--- src/rtl/tick_pkg.sv ---
// Shared constants for the periodic tick timer: word offsets, control bit
// positions and the fixed calibration value.
package tick_pkg;
    localparam int unsigned OFS_CTRL   = 'h0;
    localparam int unsigned OFS_RELOAD = 'h4;
    localparam int unsigned OFS_CUR    = 'h8;
    localparam int unsigned OFS_CALIB  = 'hC;

    localparam int unsigned BIT_RUN    = 0;
    localparam int unsigned BIT_INTEN  = 1;
    localparam int unsigned BIT_CORE   = 2;
    localparam int unsigned BIT_FLAG   = 16;

    localparam int unsigned CALIB_VALUE = 10000;
endpackage

--- src/rtl/tick_src_sel.sv ---
// Time-base selector.
// Produces the per-cycle step enable for the counter: every cycle when the
// core clock is selected, on each ref_tick strobe otherwise. Assumes ref_tick
// is already synchronous to clk and one cycle wide per tick.
module tick_src_sel (
    input  logic run,
    input  logic core_sel,
    input  logic ref_tick,
    output logic tick_en
);
    // Gate the chosen time base with the run bit.
    always_comb begin
        tick_en = run & (core_sel | ref_tick);
    end
endmodule

--- src/rtl/tick_down_counter.sv ---
// Down counter with reload.
// Steps down once per tick_en; a tick at zero is an expiry and reloads.
// force_load (current-value write) has priority and suppresses expiry; start
// (run 0->1) resumes a nonzero frozen count or loads the reload value.
// Assumes start and tick_en are never high together (tick_en needs run=1).
module tick_down_counter #(
    parameter int CNT_W = 24
) (
    input  logic             clk,
    input  logic             rst_n,
    input  logic             tick_en,
    input  logic             start,
    input  logic             force_load,
    input  logic [CNT_W-1:0] reload_val,
    output logic [CNT_W-1:0] count,
    output logic             expire
);
    logic [CNT_W-1:0] cur_q;
    logic             cur_zero;

    // Expiry detection: a tick that finds the counter at zero.
    always_comb begin
        cur_zero = (cur_q == '0);
        expire   = tick_en & cur_zero & ~force_load;
    end

    // Count register update.
    always_ff @(posedge clk) begin
        if (!rst_n) begin
            cur_q <= '0;
        end else if (force_load) begin
            cur_q <= reload_val;
        end else if (start) begin
            cur_q <= cur_zero ? reload_val : cur_q;
        end else if (tick_en) begin
            cur_q <= cur_zero ? reload_val : cur_q - CNT_W'(1);
        end
    end

    assign count = cur_q;

    // a plain tick moves the count down by exactly one.
    assert_count_step_R4: assert property (@(posedge clk) disable iff (!rst_n)
        (tick_en && !force_load && !start && cur_q != '0) |=> (cur_q == $past(cur_q) - CNT_W'(1)))
        else $error("count did not step down by one");

    // the tick at zero restarts the period from the reload value.
    assert_wrap_reload_R4: assert property (@(posedge clk) disable iff (!rst_n)
        (tick_en && !force_load && cur_q == '0) |=> (cur_q == $past(reload_val)))
        else $error("expiry did not reload");
endmodule

--- src/rtl/tick_reg_file.sv ---
// Register file and bus responder for the tick timer.
// Holds run/interrupt-enable/time-base bits, the sticky flag and the reload
// value; decodes privileged accesses, applies read/write side effects and
// registers a response one cycle after each request. Assumes word offsets.
module tick_reg_file #(
    parameter int ADDR_W = 8,
    parameter int DATA_W = 32,
    parameter int CNT_W  = 24
) (
    input  logic              clk,
    input  logic              rst_n,
    input  logic              req,
    input  logic              we,
    input  logic              priv,
    input  logic [ADDR_W-1:0] addr,
    input  logic [DATA_W-1:0] wdata,
    input  logic [CNT_W-1:0]  count,
    input  logic              expire,
    output logic              run,
    output logic              core_sel,
    output logic [CNT_W-1:0]  reload,
    output logic              start,
    output logic              force_load,
    output logic              rsp_valid,
    output logic              rsp_err,
    output logic [DATA_W-1:0] rsp_data,
    output logic              irq
);
    import tick_pkg::*;

    localparam logic [ADDR_W-1:0] A_CTRL   = ADDR_W'(OFS_CTRL);
    localparam logic [ADDR_W-1:0] A_RELOAD = ADDR_W'(OFS_RELOAD);
    localparam logic [ADDR_W-1:0] A_CUR    = ADDR_W'(OFS_CUR);
    localparam logic [ADDR_W-1:0] A_CALIB  = ADDR_W'(OFS_CALIB);

    logic             run_q, inten_q, core_q, flag_q, irq_q;
    logic [CNT_W-1:0] reload_q;
    logic             acc_ok, wr_ctrl, wr_reload, wr_cur, rd_ctrl;
    logic [DATA_W-1:0] rd_mux;
    logic             unused_wdata;

    assign unused_wdata = ^wdata;

    // Access decode: only privileged requests have side effects.
    always_comb begin
        acc_ok    = req & priv;
        wr_ctrl   = acc_ok & we & (addr == A_CTRL);
        wr_reload = acc_ok & we & (addr == A_RELOAD);
        wr_cur    = acc_ok & we & (addr == A_CUR);
        rd_ctrl   = acc_ok & ~we & (addr == A_CTRL);
        start      = wr_ctrl & wdata[BIT_RUN] & ~run_q;
        force_load = wr_cur;
    end

    // Control bits: self-stop on zero-reload expiry, then software write wins.
    always_ff @(posedge clk) begin
        if (!rst_n) begin
            run_q   <= 1'b0;
            inten_q <= 1'b0;
            core_q  <= 1'b0;
        end else begin
            if (expire && reload_q == '0) run_q <= 1'b0;
            if (wr_ctrl) begin
                run_q   <= wdata[BIT_RUN];
                inten_q <= wdata[BIT_INTEN];
                core_q  <= wdata[BIT_CORE];
            end
        end
    end

    // Sticky flag: cleared by status read or current write, set by expiry.
    always_ff @(posedge clk) begin
        if (!rst_n) begin
            flag_q <= 1'b0;
        end else begin
            if (rd_ctrl || wr_cur) flag_q <= 1'b0;
            if (expire) flag_q <= 1'b1;
        end
    end

    // Reload value register, truncated to the counter width.
    always_ff @(posedge clk) begin
        if (!rst_n) reload_q <= '0;
        else if (wr_reload) reload_q <= wdata[CNT_W-1:0];
    end

    // Interrupt pulse: one cycle per expiry when enabled.
    always_ff @(posedge clk) begin
        if (!rst_n) irq_q <= 1'b0;
        else irq_q <= expire & inten_q;
    end

    // Read data selection by offset.
    always_comb begin
        rd_mux = '0;
        case (addr)
            A_CTRL: begin
                rd_mux[BIT_RUN]   = run_q;
                rd_mux[BIT_INTEN] = inten_q;
                rd_mux[BIT_CORE]  = core_q;
                rd_mux[BIT_FLAG]  = flag_q;
            end
            A_RELOAD: rd_mux = DATA_W'(reload_q);
            A_CUR:    rd_mux = run_q ? DATA_W'(count) : '0;
            A_CALIB:  rd_mux = DATA_W'(CALIB_VALUE);
            default:  rd_mux = '0;
        endcase
    end

    // Registered response, one cycle after the request.
    always_ff @(posedge clk) begin
        if (!rst_n) begin
            rsp_valid <= 1'b0;
            rsp_err   <= 1'b0;
            rsp_data  <= '0;
        end else begin
            rsp_valid <= req;
            rsp_err   <= req & ~priv;
            rsp_data  <= (acc_ok && !we) ? rd_mux : '0;
        end
    end

    assign run      = run_q;
    assign core_sel = core_q;
    assign reload   = reload_q;
    assign irq      = irq_q;

    // the interrupt is never wider than one cycle.
    assert_irq_single_R5: assert property (@(posedge clk) disable iff (!rst_n)
        irq_q |=> !irq_q) else $error("irq wider than one cycle");

    // an error response never carries data.
    assert_err_no_data_R11: assert property (@(posedge clk) disable iff (!rst_n)
        rsp_err |-> (rsp_data == '0)) else $error("error response with data");

    // a status read without a coincident expiry leaves the flag clear.
    assert_flag_read_clear_R6: assert property (@(posedge clk) disable iff (!rst_n)
        (rd_ctrl && !expire) |=> !flag_q) else $error("flag survived read");

    // zero-reload expiry switches the timer off.
    assert_stop_zero_R8: assert property (@(posedge clk) disable iff (!rst_n)
        (expire && reload_q == '0 && !wr_ctrl) |=> !run_q) else $error("timer kept running");
endmodule

--- src/rtl/tick_timer.sv ---
// Top of the periodic tick timer.
// Connects the register file, time-base selector and down counter.
// Assumes a synchronous ref_tick strobe and single-word accesses.
module tick_timer #(
    parameter int ADDR_W = 8,
    parameter int DATA_W = 32,
    parameter int CNT_W  = 24
) (
    input  logic              clk,
    input  logic              rst_n,
    input  logic              ref_tick,
    input  logic              bus_req,
    input  logic              bus_write,
    input  logic              bus_priv,
    input  logic [ADDR_W-1:0] bus_addr,
    input  logic [DATA_W-1:0] bus_wdata,
    output logic              bus_rvalid,
    output logic [DATA_W-1:0] bus_rdata,
    output logic              bus_err,
    output logic              irq
);
    logic             run, core_sel, start, force_load, tick_en, expire;
    logic [CNT_W-1:0] reload, count;

    tick_reg_file #(.ADDR_W(ADDR_W), .DATA_W(DATA_W), .CNT_W(CNT_W)) u_regs (
        .clk(clk), .rst_n(rst_n), .req(bus_req), .we(bus_write), .priv(bus_priv),
        .addr(bus_addr), .wdata(bus_wdata), .count(count), .expire(expire),
        .run(run), .core_sel(core_sel), .reload(reload), .start(start),
        .force_load(force_load), .rsp_valid(bus_rvalid), .rsp_err(bus_err),
        .rsp_data(bus_rdata), .irq(irq)
    );

    tick_src_sel u_src (
        .run(run), .core_sel(core_sel), .ref_tick(ref_tick), .tick_en(tick_en)
    );

    tick_down_counter #(.CNT_W(CNT_W)) u_cnt (
        .clk(clk), .rst_n(rst_n), .tick_en(tick_en), .start(start),
        .force_load(force_load), .reload_val(reload), .count(count), .expire(expire)
    );
endmodule

--- config.mk ---
export PLATFORM = sky130hd
export DESIGN_NAME = tick_timer
export DESIGN_NICKNAME = d
export VERILOG_FILES = /design/src/rtl/tick_pkg.sv /design/src/rtl/tick_src_sel.sv /design/src/rtl/tick_down_counter.sv /design/src/rtl/tick_reg_file.sv /design/src/rtl/tick_timer.sv
export SDC_FILE = /design/constraint.sdc
export NUM_CORES = 1
export LEC_CHECK = 0
export ABC_CLOCK_PERIOD_IN_PS = 3500
export BUFFER_PORTS_ARGS = -buffer_cell sky130_fd_sc_hd__buf_2
export CORE_MARGIN = 1.5
export CORE_UTILIZATION = 47
export CTS_CLUSTER_SIZE = 24
export DETAILED_ROUTE_END_ITERATION = 8
export HOLD_SLACK_MARGIN = 0.03
export PLACE_DENSITY = 0.79
export SLEW_MARGIN = 30
export SYNTH_ARGS = -nofsm -noshare
export SYNTH_HDL_FRONTEND = slang
export SYNTH_SLANG_ARGS = --single-unit
--- constraint.sdc ---
create_clock -name clk -period 3.5 [get_ports clk]
set_input_delay 0.175 -clock clk [delete_from_list [all_inputs] [get_ports clk]]
set_output_delay 0.175 -clock clk [all_outputs]
set_load 0.01 [all_outputs]
Yosys cells after proc, flatten, opt, wreduce, memory -nomap -nowiden
Index checks and enable logic that the tools add are counted.

word-level totals
  register bits after elaboration = 87
  output and inout bits = 35

operators by class
  reduce and logical (&&, ||, !) cells = 12
  bitwise operators = 19
  add/sub/neg operators = 1
  eq/ne operators = 4
  mux-type cells = 14

operators by type and width
  cell                                                                   number
  24-bit 2-to-1 mux                                                      6
  24-bit zero test                                                       2
  13-bit one-hot mux with 3 select lines                                 1
  15-bit one-hot mux with 2 select lines                                 1
  24-bit by 1-bit subtractor with 24-bit output, second input constant   1
  8-bit by 4-bit equality test with 1-bit output, second input constant  2
  1-bit AND                                                              14
  3-bit one-hot mux with 3 select lines                                  1
  8-bit by 3-bit equality test with 1-bit output, second input constant  1
  8-bit zero test                                                        1
  1-bit 2-to-1 mux                                                       4
  1-bit NOT                                                              4
  2-bit AND reduction                                                    2
  2-bit nonzero test                                                     2
  3-bit by 1-bit != test with 1-bit output, second input constant        1
  1-bit one-hot mux with 3 select lines                                  1
  3-bit nonzero test                                                     1
  1-bit logical AND                                                      2
  1-bit zero test                                                        1
  1-bit logical OR                                                       1
  1-bit OR                                                               1

Depth between registers and ports, before layout
Gate-level depths: netlist of run 1.

  word-level depth = 8
  gate-level depth with buffers = 10
  depth with buffers taken out = 8

Hierarchy
Synthesis of run 1 repeated with hierarchy kept, for this count alone.

second synthesis, totals
  cell total of the unflattened synthesis = 500
  area total of the unflattened synthesis = 4030.1 um^2

by module, submodules not included
  module             times used  cells an instance  area an instance (um^2)
  tick_reg_file      1           263                2214.6
  tick_down_counter  1           236                1808.0
  tick_src_sel       1           1                  7.5

Worst setup path before layout of run 1
Ideal clock, no wire load.

  kind = register to register
  start point = register u_cnt.cur_q[0], in the netlist u_cnt.count[0]
  end point = register u_cnt.cur_q[10], in the netlist u_cnt.count[10]
  cell stages (with the launch flop) = 9
  slack = 1.176 ns
  library setup time = 0.117 ns
  path buffers = 1
  arrival time = 2.207 ns
  cells stage by stage = dfxtp_1 -> inv_1 -> ha_1 -> or3b_1 -> or4_4 -> o21ai_4 -> buf_6 -> o2bb2ai_1 -> a22o_1

between the ends
  word-level cells in the longest chain between the ends = 5
  elaborated cells between the ends (all ways) = 8

RTL lines
  element                                                                            line                                              RTL
  from (decl)                                                                        tick_down_counter.sv:18                           logic [CNT_W-1:0] cur_q;
  from (signal assigned)                                                             tick_down_counter.sv:32                           cur_q <= reload_val;
  from (signal assigned)                                                             tick_down_counter.sv:34                           cur_q <= cur_zero ? reload_val : cur_q;
  from (signal assigned)                                                             tick_down_counter.sv:36                           cur_q <= cur_zero ? reload_val : cur_q - CNT_W'(1);
  24-bit by 1-bit subtractor with 24-bit output or 24-bit zero test (tied branches)  tick_down_counter.sv:36, tick_down_counter.sv:23
  24-bit 2-to-1 mux                                                                  tick_down_counter.sv:36
  24-bit 2-to-1 mux                                                                  tick_down_counter.sv:35                           end else if (tick_en) begin
  24-bit 2-to-1 mux                                                                  tick_down_counter.sv:33                           end else if (start) begin
  24-bit 2-to-1 mux                                                                  tick_down_counter.sv:31                           end else if (force_load) begin

Parallel ways exist; a longest one is shown, timed or not. The select of a mux whose other input is x is not followed.
A chain may end at the register's enable or synchronous reset.

Final worst setup path of run 1
  start point = register u_cnt.cur_q[0], in the netlist u_cnt.count[0]
  end point = register u_cnt.cur_q[8], in the netlist u_cnt.count[8]

Same word-level chain as after synthesis.

==> run summary, run 1 <==
Ys Warns: 0
cts bufs inserted: 9
async set-reset flop share out of synthesis: 0
worst reg2reg path depth: 9
Synth top cells by count: dfxtp_1 (79), nand2_1 (69), a21oi_1 (56)
leakage: 1.73 nW
CP Cell Sequence: inv_1 -> ha_1 -> or3b_1 -> or4_4 -> o21ai_4 -> buf_4 -> nor2_1 -> a21oi_1 -> o22ai_1
initial antenna violation count: 0
most numerous cell in the Yosys netlist: dfxtp_1
clock network power share: 0.423
Synth area leader: dfxtp_1
Flop pwr share: 0.538
starting density of the core: 0.485
clk slew on worst S/H paths: 90 ps
Slew headroom: 0.373
RSZ-0062 raised after global routing: false
net load switching power: 395 uW
Critical Setup Path Class: flip-flop to flip-flop
area of the core: 8220 sq um
clk root buf: clkbuf_8
register area share after synthesis: 0.397
Worst VDD drop: 179 uV
worst skew pair latency: 370 ps
share of cells above drive strength 1: 0.223
Combinational Power Share: 0.039
Overflow after GRT: 0
FF-to-FF setup slack: 630 ps
drt total wl: 11000 um
Layout area overhead: 13.4%
via count: 3883
wire per inst: 17.1 um
DRC viols: 0
Reg-to-Reg Start: u_cnt.count[0]$_SDFFE_PN0P_
PostCTS Resize Cnt: 0
Fin Clk Skew: 14.4 ps
Pint: 1.28 mW
type of the most critical hold path: input port to flip-flop
slowest stage delay, CP: 610 ps
dpl ws: 684 ps
die area: 9040 sq um
worst setup margin: 626 ps
first-pass GRT wire length: 17400 um
Yosys reg bits: 79
1st-iter DRT viols: 307
# clock sinks: 79
max cap viols: 0
Worst Setup Start Kind: flip-flop
Boundary Pins: 81
Vias/cell: 6.00
slowest stage cell, crit path: or4_4
WP data arrival: 3100 ps
CP bufs+invs: 2
number of global-route vias before repair: 3547
Critical Path End Type: flip-flop
CTS Buffer Depth: 2
crit path max fanout: 17
CTS H-tree lvls: 3
CP Data Required Time: 3720 ps
Post-synth EDFFs: 0
antenna fix cells: 0
worst slew pin tran: 940 ps
Reg-to-Reg End: u_cnt.count[8]$_SDFFE_PN0P_
Synth cell types: 70
Tmin final: 2870 ps
CP delay by family, top: simple AND/OR/NAND/NOR gates
critical path depth: 9
Main synth FF type: dfxtp_1
FILL cells: 759
gr usage total: 0.253
fraction of the cycle the final worst path needs: 0.821
f_max: 348 MHz
max-slew violation count: 0
CTS tree: built
antenna-violating nets left: 0
Site Rows: 33
Worst setup startpoint: u_cnt.count[0]$_SDFFE_PN0P_
Synth area leaders: dfxtp_1 (40%), a21oi_1 (7.0%), nand2_1 (6.5%)
PwrDens: 370 nW/um^2
Util after Layout: 0.550
Synth top area share: 0.397
Avg Cell Area, Syn: 8.25 sq um
Post-DP HPWL: 7620 um
die width: 95.1 um
sw frac: 0.236
GPL Wtd Cong: 0.904
setup TNS: 0 ps
CP Capture Point: u_cnt.count[8]$_SDFFE_PN0P_
status: finished clean
layout net count: 585
Netlist Area Pre-Place: 3980 sq um
Setup Viol. Count Final: 0
DR pass1 iterations: 5
die height: 95.1 um
worst hold slack: 32.5 ps
largest net degree at the start of global routing: 33
Gate Count Post-Synth: 483
port buffer count: 64
Final Hold Viols: 0
## how the worst min path moves through the flow
stage                     slack (ps)           from  cells past startpoint                        endpoint
after floorplan                  250       bus_priv                      1       u_regs.rsp_err$_SDFF_PN0_
after global placement           400       bus_priv                      2       u_regs.rsp_err$_SDFF_PN0_
after detailed placement         410       bus_priv                      2       u_regs.rsp_err$_SDFF_PN0_
after CTS                         30  bus_wdata[20]                      3  u_regs.reload[20]$_SDFFE_PN0P_
after global routing              40   bus_wdata[6]                      3   u_regs.reload[6]$_SDFFE_PN0P_
final                             30   bus_wdata[5]                      3   u_regs.reload[5]$_SDFFE_PN0P_
## final cells by class
class,count,area [sq um],area share
tap,105,131,0.0291
multi-input combinational,365,2160,0.478
sequential,79,1580,0.350
inverter,6,22.5,0.00498
clock buffer,10,138,0.0305
clock inverter,6,67.6,0.0150
timing repair buffer,76,418,0.0925
## kinds of logic (layout without fill, tap and decap cells)
logic type      Yosys count  count (layout)  synth area share
buf+inv                  46              98            0.0694
flops                    79              79             0.397
other cells               1               8          0.000941
simple gates            204             204             0.275
compound gates          143             143             0.231
mux                       8               8            0.0210
fa+ha+maj                 2               2           0.00628
## tightest hold or removal path: cells and delay by family
family                 cells  cell delay, ps
buffers and inverters      1             100
AO/OA/AOI/OAI              1              50
AND/OR/NAND/NOR            1              40
## placed cells by master (no fill, tap or decap), types with 4 or more instances in the layout
master / n
or3_1: 7
a21oi_1: 56
nand3_1: 4
or2_2: 4
inv_1: 6
nor4_1: 11
nor2_1: 40
nand4_1: 4
buf_4: 9
clkbuf_8: 10
conb_1: 8
dfxtp_1: 79
mux2i_1: 5
a31oi_1: 5
o21ai_1: 12
o211ai_1: 13
o22ai_1: 5
and3_1: 6
a22oi_1: 23
buf_2: 64
nand2_1: 69
nor3_1: 19
## power groups by stage
| stage | Combinational [mW] | Clock [mW] | Sequential (mW) |
|---|---|---|---|
| after global placement | 0.0600 | 0 | 0.921 |
| after global routing | 0.0710 | 0.748 | 0.900 |
| after floorplan | 0.0356 | 0 | 0.921 |
| after detailed placement | 0.0612 | 0 | 0.921 |
| final | 0.0648 | 0.707 | 0.899 |
| after CTS | 0.0639 | 0.715 | 0.899 |
## layer usage
| layer | vias to the layer above | wire (um) | track usage |
|---|---|---|---|
| li1 | 1843 | - | - |
| met1 | 1808 | 4490 | 0.318 |
| met2 | 202 | 5310 | 0.405 |
| met3 | 30 | 951 | 0.0590 |
| met4 | 0 | 293 | 0.122 |
| met5 | - | 0 | 0 |
## through the flow
stage          power [mW]  cell area (sq um)  cells
2_1_floorplan       0.957               4010    490
3_3_place_gp        0.981               4280    628
3_5_place_dp        0.982               4280    628
4_1_cts              1.68               4520    647
5_1_grt              1.72               4520    647
6_report             1.67               4520    647
## timing repair
action                    in CTS  in global routing
buffers inserted               0                  0
hold endpoints to repair       3                  0
hold buffers                   3                  0
## sequential cells by signal, summed over array words and instances (netlist names)
signal / cells
u_cnt.count: 24
u_regs.reload: 24
u_regs.rsp_data: 24
u_regs.core_sel: 1
u_regs.flag_q: 1
u_regs.inten_q: 1
u_regs.irq: 1
u_regs.rsp_err: 1
u_regs.rsp_valid: 1
u_regs.run: 1
Power figures use the tool's default switching activity.
==> run 2, diff against run 1 <==
--- a/config.mk
+++ b/config.mk
@@ -5,14 +5,15 @@
 export SDC_FILE = /design/constraint.sdc
 export NUM_CORES = 1
 export LEC_CHECK = 0
-export ABC_CLOCK_PERIOD_IN_PS = 3500
+export ABC_AREA = 1
+export ABC_CLOCK_PERIOD_IN_PS = 2940
 export BUFFER_PORTS_ARGS = -buffer_cell sky130_fd_sc_hd__buf_2
 export CORE_MARGIN = 1.5
 export CORE_UTILIZATION = 47
 export CTS_CLUSTER_SIZE = 24
 export DETAILED_ROUTE_END_ITERATION = 8
 export HOLD_SLACK_MARGIN = 0.03
-export PLACE_DENSITY = 0.79
+export PLACE_DENSITY = 0.78
 export SLEW_MARGIN = 30
 export SYNTH_ARGS = -nofsm -noshare
 export SYNTH_HDL_FRONTEND = slang
==> constraint.sdc (replaced) <==
create_clock -name clk -period 2.94 [get_ports clk]
set_input_delay 0.147 -clock clk [delete_from_list [all_inputs] [get_ports clk]]
set_output_delay 0.147 -clock clk [all_outputs]
set_load 0.01 [all_outputs]
==> run summary, run 2 <==
drt total wl: 11600 um (+5.1%)
die height: 97.9 um (+3.0%)
Worst Setup Start Kind: flip-flop
CTS H-tree lvls: 3 (unchanged)
antenna-violating nets left: 0 (unchanged)
Reg-to-Reg End: u_cnt.count[2]$_SDFFE_PN0P_
Synth area leaders: dfxtp_1 (37%), nand2_1 (15%), nor2_1 (11%)
Slew headroom: 0.646 (+0.272)
max-slew violation count: 0 (unchanged)
antenna fix cells: 0 (unchanged)
# Post-CTS Setup Buffers: 0 (unchanged)
Critical Setup Path Class: flip-flop to flip-flop
Vias/cell: 5.21 (-13%)
layout net count: 771 (+32%)
Layout area overhead: 15.3%
Synth cell types: 35 (-50%)
area of the core: 8720 sq um (+6.1%)
die width: 97.9 um (+3.0%)
PwrDens: 412 nW/um^2 (+12%)
Tmin final: 2160 ps (-713 ps)
starting density of the core: 0.486 (+0.000661)
commonest non-fill, non-tap cells in the layout: nand2_1 (170), nor2_1 (122), dfxtp_1 (79)
async set-reset flop share out of synthesis: 0 (unchanged)
die area: 9590 sq um (+6.1%)
WP data arrival: 2420 ps (-680 ps)
worst slew pin tran: 531 ps (-409 ps)
via count: 4355 (+12%)
1st-iter DRT viols: 318 (+3.6%)
CP Data Required Time: 3200 ps (-520 ps)
gr usage total: 0.250 (-0.00248)
Ys Warns: 0 (unchanged)
type of the most critical hold path: input port to flip-flop
cts bufs inserted: 9 (unchanged)
leakage: 2.51 nW (+45%)
share of cells above drive strength 1: 0.150 (-0.0735)
clk root buf: clkbuf_8
largest net degree at the start of global routing: 52 (+58%)
status: finished clean
Final Hold Viols: 0 (unchanged)
Critical Path End Type: flip-flop
Post-DP HPWL: 8350 um (+9.5%)
Site Rows: 34 (+3.0%)
hold path depth: 3 (unchanged)
FILL cells: 856 (+13%)
Hold EP: u_regs.reload[19]$_SDFFE_PN0P_
CTS tree: built
commonest non-fill, non-tap cell in the layout: nand2_1
hold path start: bus_wdata[19]
port buffer count: 64 (unchanged)
crit path max fanout: 33 (+16)
fraction of the cycle the final worst path needs: 0.735 (-0.0860)
max cap viols: 0 (unchanged)
worst reg2reg path depth: 10 (+1)
most numerous cell in the Yosys netlist: nand2_1
register area share after synthesis: 0.374 (-0.0235)
Fin Clk Skew: 10.5 ps (-3.92 ps)
worst hold slack: 30.3 ps (-2.26 ps)
wire per inst: 13.9 um (-19%)
Reg-to-Reg Start: u_cnt.count[20]$_SDFFE_PN0P_
Cells after DPL: 809 (+29%)
DRC viols: 0 (unchanged)
Avg Cell Area, Syn: 6.48 sq um (-21%)
setup TNS: 0 ps (unchanged)
Gate Count Post-Synth: 653 (+35%)
GPL Wtd Cong: 0.967 (+7.0%)
Main synth FF type: dfxtp_1
Worst VDD drop: 291 uV (+62%)
Synth top cells by count: nand2_1 (170), nor2_1 (122), dfxtp_1 (79)
DR pass1 iterations: 5 (unchanged)
Non-Filler Instances: 836 (+29%)
FF-to-FF setup slack: 780 ps (+150 ps)
Synth top area share: 0.374 (-0.0235)
clk slew on worst S/H paths: 90 ps (about the same)
Synth area leader: dfxtp_1
Overflow after GRT: 0 (unchanged)
Boundary Pins: 81 (unchanged)
f_max: 463 MHz (+33%)
CTS Buffer Depth: 2 (unchanged)
Post-synth EDFFs: 0 (unchanged)
# clock sinks: 79 (unchanged)
worst skew pair latency: 360 ps (about the same)
RSZ-0062 raised after global routing: false
Worst setup startpoint: u_cnt.count[20]$_SDFFE_PN0P_
Netlist Area Pre-Place: 4230 sq um (+6.3%)
first-pass GRT wire length: 19300 um (+11%)
number of global-route vias before repair: 4038 (+14%)
Yosys reg bits: 79 (unchanged)
Setup Viol. Count Final: 0 (unchanged)
initial antenna violation count: 0 (unchanged)
## run 2: cell types whose count changed after synthesis, moves of 7 or more
cell,change
xor2_1,+10
or3_1,-7
nor3_1,-15
o21ai_0,+32
inv_1,+59
clkbuf_1,-9
nand3_1,+27
nor2_1,+82
nand2_1,+101
a22oi_1,-23
o211ai_1,-13
nor4_1,-9
## run 2: layout make-up
cell class	instances	area, sq um	share of cell area
Clock buffer	10	128	0.0261
Clock inverter	6	70.1	0.0143
Inverter	68	255	0.0523
Multi-Input combinational cell	485	2250	0.460
Sequential cell	79	1580	0.324
Tap cell	108	135	0.0277
Timing Repair Buffer	80	468	0.0958
## run 2: cell families (layout without fill, tap and decap cells)
group,after synthesis,after routing,share of synthesized area
buffers and inverters,96,164,0.103
AOI/OAI and AO/OA,103,103,0.125
adders and majority gates,2,2,0.00591
xor gates and xnor gates,11,11,0.0228
and+or+nand+nor,361,361,0.369
DFF,79,79,0.374
other,1,8,0.000886
## run 2: worst max-delay path by stage
stage / end / slack [ps] / cells past startpoint
after global routing: u_cnt.count[4]$_SDFFE_PN0P_ / 550 / 10
final: u_cnt.count[2]$_SDFFE_PN0P_ / 780 / 10
after floorplan: u_cnt.count[14]$_SDFFE_PN0P_ / 1400 / 12
after CTS: u_cnt.count[2]$_SDFFE_PN0P_ / 790 / 10
after detailed placement: u_cnt.count[5]$_SDFFE_PN0P_ / 810 / 10
after global placement: u_cnt.count[2]$_SDFFE_PN0P_ / 810 / 10
## run 2: critical path, cell delays in order (launching register included)
cell and delay [ps]:
dfxtp_1 380, nor2_1 250, inv_1 70, nor2_1 160, nand2_1 90, nor2_2 160, nand2_2 200, nand2_4 360
inv_1 210, nor2_1 140, nor2_1 50
## run 2: power breakdown
| part | internal [mW] | switching [mW] |
|---|---|---|
| clock network | 0.397 | 0.434 |
| registers | 1.07 | 0.00116 |
| logic | 0.0458 | 0.0656 |
## run 2: repair_timing
| action | 4_1_cts | 5_1_grt |
|---|---|---|
| hold buffers | 11 | 0 |
| hold endpoints to repair | 12 | 0 |
| gates resized for setup | 0 | 0 |
| endpoints found under the setup margin | 0 | 0 |
## run 2: stage by stage
| step | util | instance area [sq um] | power [mW] | worst slack [ps] |
|---|---|---|---|---|
| finish | 0.560 | 4880 | 2.01 | 778 |
| global route | 0.560 | 4880 | 2.09 | 547 |
| CTS | 0.560 | 4880 | 2.02 | 786 |
| detailed placement | 0.525 | 4580 | 1.20 | 807 |
| global placement | 0.525 | 4580 | 1.19 | 814 |
| floorplan | - | 4260 | 1.16 | 1400 |
## run 2: per-layer routing
metal  vias to the layer above  track usage  share of wire
li1                       2192            -              -
met1                      1962        0.342           0.43
met2                       176        0.395           0.46
met3                        25       0.0515          0.082
met4                         0       0.0824          0.026
met5                         -            0              0
==> run 3, diff against run 2 <==
--- a/config.mk
+++ b/config.mk
@@ -6,7 +6,7 @@
 export NUM_CORES = 1
 export LEC_CHECK = 0
 export ABC_AREA = 1
-export ABC_CLOCK_PERIOD_IN_PS = 2940
+export ABC_CLOCK_PERIOD_IN_PS = 2200
 export BUFFER_PORTS_ARGS = -buffer_cell sky130_fd_sc_hd__buf_2
 export CORE_MARGIN = 1.5
 export CORE_UTILIZATION = 47
==> constraint.sdc (replaced) <==
create_clock -name clk -period 2.2 [get_ports clk]
set_input_delay 0.11 -clock clk [delete_from_list [all_inputs] [get_ports clk]]
set_output_delay 0.11 -clock clk [all_outputs]
set_load 0.01 [all_outputs]
==> run summary, run 3 (synthesis results as in run 2) <==
status: finished clean
clk root buf: clkbuf_8
antenna-violating nets left: 0 (unchanged)
CP Cell Sequence: dlygate4sd3_1 -> buf_2 -> nand2_1 -> nor2_4 -> inv_1 -> nor2_1 -> clkinvlp_4 -> buf_4 -> o21ai_0 -> a21oi_1
1st-iter DRT viols: 401 (+26%)
cts bufs inserted: 9 (unchanged)
WP data arrival: 2230 ps (-190 ps)
slowest stage delay, CP: 540 ps (+160 ps)
gr usage total: 0.262 (+0.0115)
Flop pwr share: 0.548 (+0.016)
leakage: 2.57 nW (+2.8%)
Pint: 1.97 mW (+30%)
Slew headroom: 0.655 (+0.00990)
type of the most critical hold path: input port to flip-flop
Combinational Power Share: 0.060 (+0.005)
grt met1 use: 0.338 (-0.00475)
setup TNS: 0 ps (unchanged)
Vias/cell: 5.27 (+1.2%)
met3 usage: 0.0537 (+0.00215)
# clock sinks: 79 (unchanged)
PwrDens: 523 nW/um^2 (+27%)
area of the core: 8720 sq um (unchanged)
Worst VDD drop: 352 uV (+21%)
layer with the highest usage: met2
worst skew pair latency: 360 ps (about the same)
Post-DP HPWL: 8650 um (+3.6%)
Overflow after GRT: 0 (unchanged)
DR pass1 iterations: 5 (unchanged)
wire per inst: 14.4 um (+3.9%)
crit path max fanout: 19 (-42%)
antenna fix cells: 0 (unchanged)
max cap viols: 0 (unchanged)
Worst Setup Start Kind: input port
f_max: 504 MHz
GPL Wtd Cong: 1.00 (+3.6%)
Fin Clk Skew: 8.89 ps (-1.64 ps)
commonest non-fill, non-tap cells in the layout: nand2_1 (170), nor2_1 (122), dfxtp_1 (79)
starting density of the core: 0.486 (unchanged)
CTS H-tree lvls: 3 (unchanged)
fraction of the cycle the final worst path needs: 0.902
worst slew pin tran: 512 ps (-18.5 ps)
Final Hold Viols: 0 (unchanged)
Critical Setup Path Class: input port to flip-flop
Cells after DPL: 814 (+0.62%)
clk slew on worst S/H paths: 80 ps (about the same)
net load switching power: 646 uW (+29%)
Setup Viol. Count Final: 0 (unchanged)
port buffer count: 64 (unchanged)
via count: 4474 (+2.7%)
initial antenna violation count: 0 (unchanged)
FILL cells: 835 (-2.5%)
Layout area overhead: 18.0%
first-pass GRT wire length: 20100 um (+4.2%)
RSZ-0062 raised after global routing: false
DRC viols: 0 (unchanged)
dpl ws: 310 ps (-498 ps)
sw frac: 0.247 (-0.00130)
die height: 97.9 um (unchanged)
Tmin final: 1980 ps
share of cells above drive strength 1: 0.159 (+0.00952)
Boundary Pins: 81 (unchanged)
layout net count: 784 (+1.7%)
clock network power share: 0.392 (-0.021)
max-slew violation count: 0 (unchanged)
worst hold slack: 27.5 ps (-2.71 ps)
CTS Buffer Depth: 2 (unchanged)
number of global-route vias before repair: 4325 (+7.1%)
commonest non-fill, non-tap cell in the layout: nand2_1
die width: 97.9 um (unchanged)
drt total wl: 12200 um (+5.5%)
CTS tree: built
Site Rows: 34 (unchanged)
largest net degree at the start of global routing: 52 (unchanged)
CP Data Required Time: 2450 ps (-750 ps)
Non-Filler Instances: 849 (+1.6%)
slowest stage cell, crit path: dlygate4sd3_1
die area: 9590 sq um (unchanged)
GR Util met2: 0.425 (+0.0302)
worst setup margin: 215 ps (-563 ps)
Critical Path End Type: flip-flop
-- run 3: cell count changes in the layout (fill, tap and decap cells not counted) --
| cell | before | now |
|---|---|---|
| buf_4 | 5 | 11 |
| dlygate4sd3_1 | 11 | 16 |
| clkinv_2 | 0 | 3 |
| clkbuf_8 | 9 | 11 |
| buf_12 | 0 | 1 |
| bufinv_16 | 1 | 0 |
| clkbuf_1 | 1 | 0 |
| clkinv_4 | 1 | 2 |
| clkinvlp_4 | 3 | 2 |
| inv_2 | 3 | 2 |
| inv_6 | 1 | 0 |
-- run 3: worst paths after layout --
| kind | startpoint | endpoint | slack [ps] | depth (start not counted) |
|---|---|---|---|---|
| hold reg to reg | u_regs.reload[12]$_SDFFE_PN0P_ | u_regs.rsp_data[12]$_SDFF_PN0_ | 480 | 2 |
| setup reg to reg | u_cnt.count[0]$_SDFFE_PN0P_ | u_cnt.count[15]$_SDFFE_PN0P_ | 240 | 12 |
| setup / recovery | bus_priv | u_regs.reload[4]$_SDFFE_PN0P_ | 220 | 10 |
| hold / removal | bus_wdata[17] | u_regs.reload[17]$_SDFFE_PN0P_ | 30 | 3 |
-- run 3: power by group through the flow --
stage          Combinational (mW)  Sequential (mW)  Clock [mW]
4_1_cts                     0.153             1.43        1.03
2_1_floorplan              0.0860             1.47           0
3_5_place_dp                0.131             1.47           0
5_1_grt                     0.174             1.43        1.09
3_3_place_gp                0.129             1.47           0
6_report                    0.157             1.43        1.02
-- run 3: layout make-up --
type	instances	area [sq um]	share of cell area
Multi-Input combinational cell	485	2250	0.450
Sequential cell	79	1580	0.317
Timing Repair Buffer	92	583	0.117
Inverter	68	259	0.0518
Clock buffer	11	151	0.0303
Tap cell	108	135	0.0270
Clock inverter	5	32.5	0.00651
Timing Repair inverter	1	7.51	0.00150
-- run 3: stage by stage --
step	util	area [sq um]	power, mW
finish	0.573	5000	2.61
global route	0.573	5000	2.70
CTS	0.570	4970	2.61
detailed placement	0.530	4630	1.60
global placement	0.530	4630	1.60
floorplan	-	4260	1.55
-- run 3: timing repair --
item | CTS | global route
endpoints found under the hold margin | 16 | 0
gates resized for setup | 0 | 2
buffers inserted | 0 | 2
hold buffers | 16 | 0
endpoints found under the setup margin | 0 | 24
-- run 3: routing by layer --
layer | wire, um | vias to the layer above
met5 | 0 | -
met1 | 5100 | 2012
met4 | 394 | 0
met2 | 5660 | 211
met3 | 1090 | 28
li1 | - | 2223
-- run 3: critical path, delay by kind of cell --
kind / cells / cell delay, ps
AND/OR/NAND/NOR: 3 / 710
AO/OA/AOI/OAI: 2 / 260
buffers and inverters: 5 / 1160
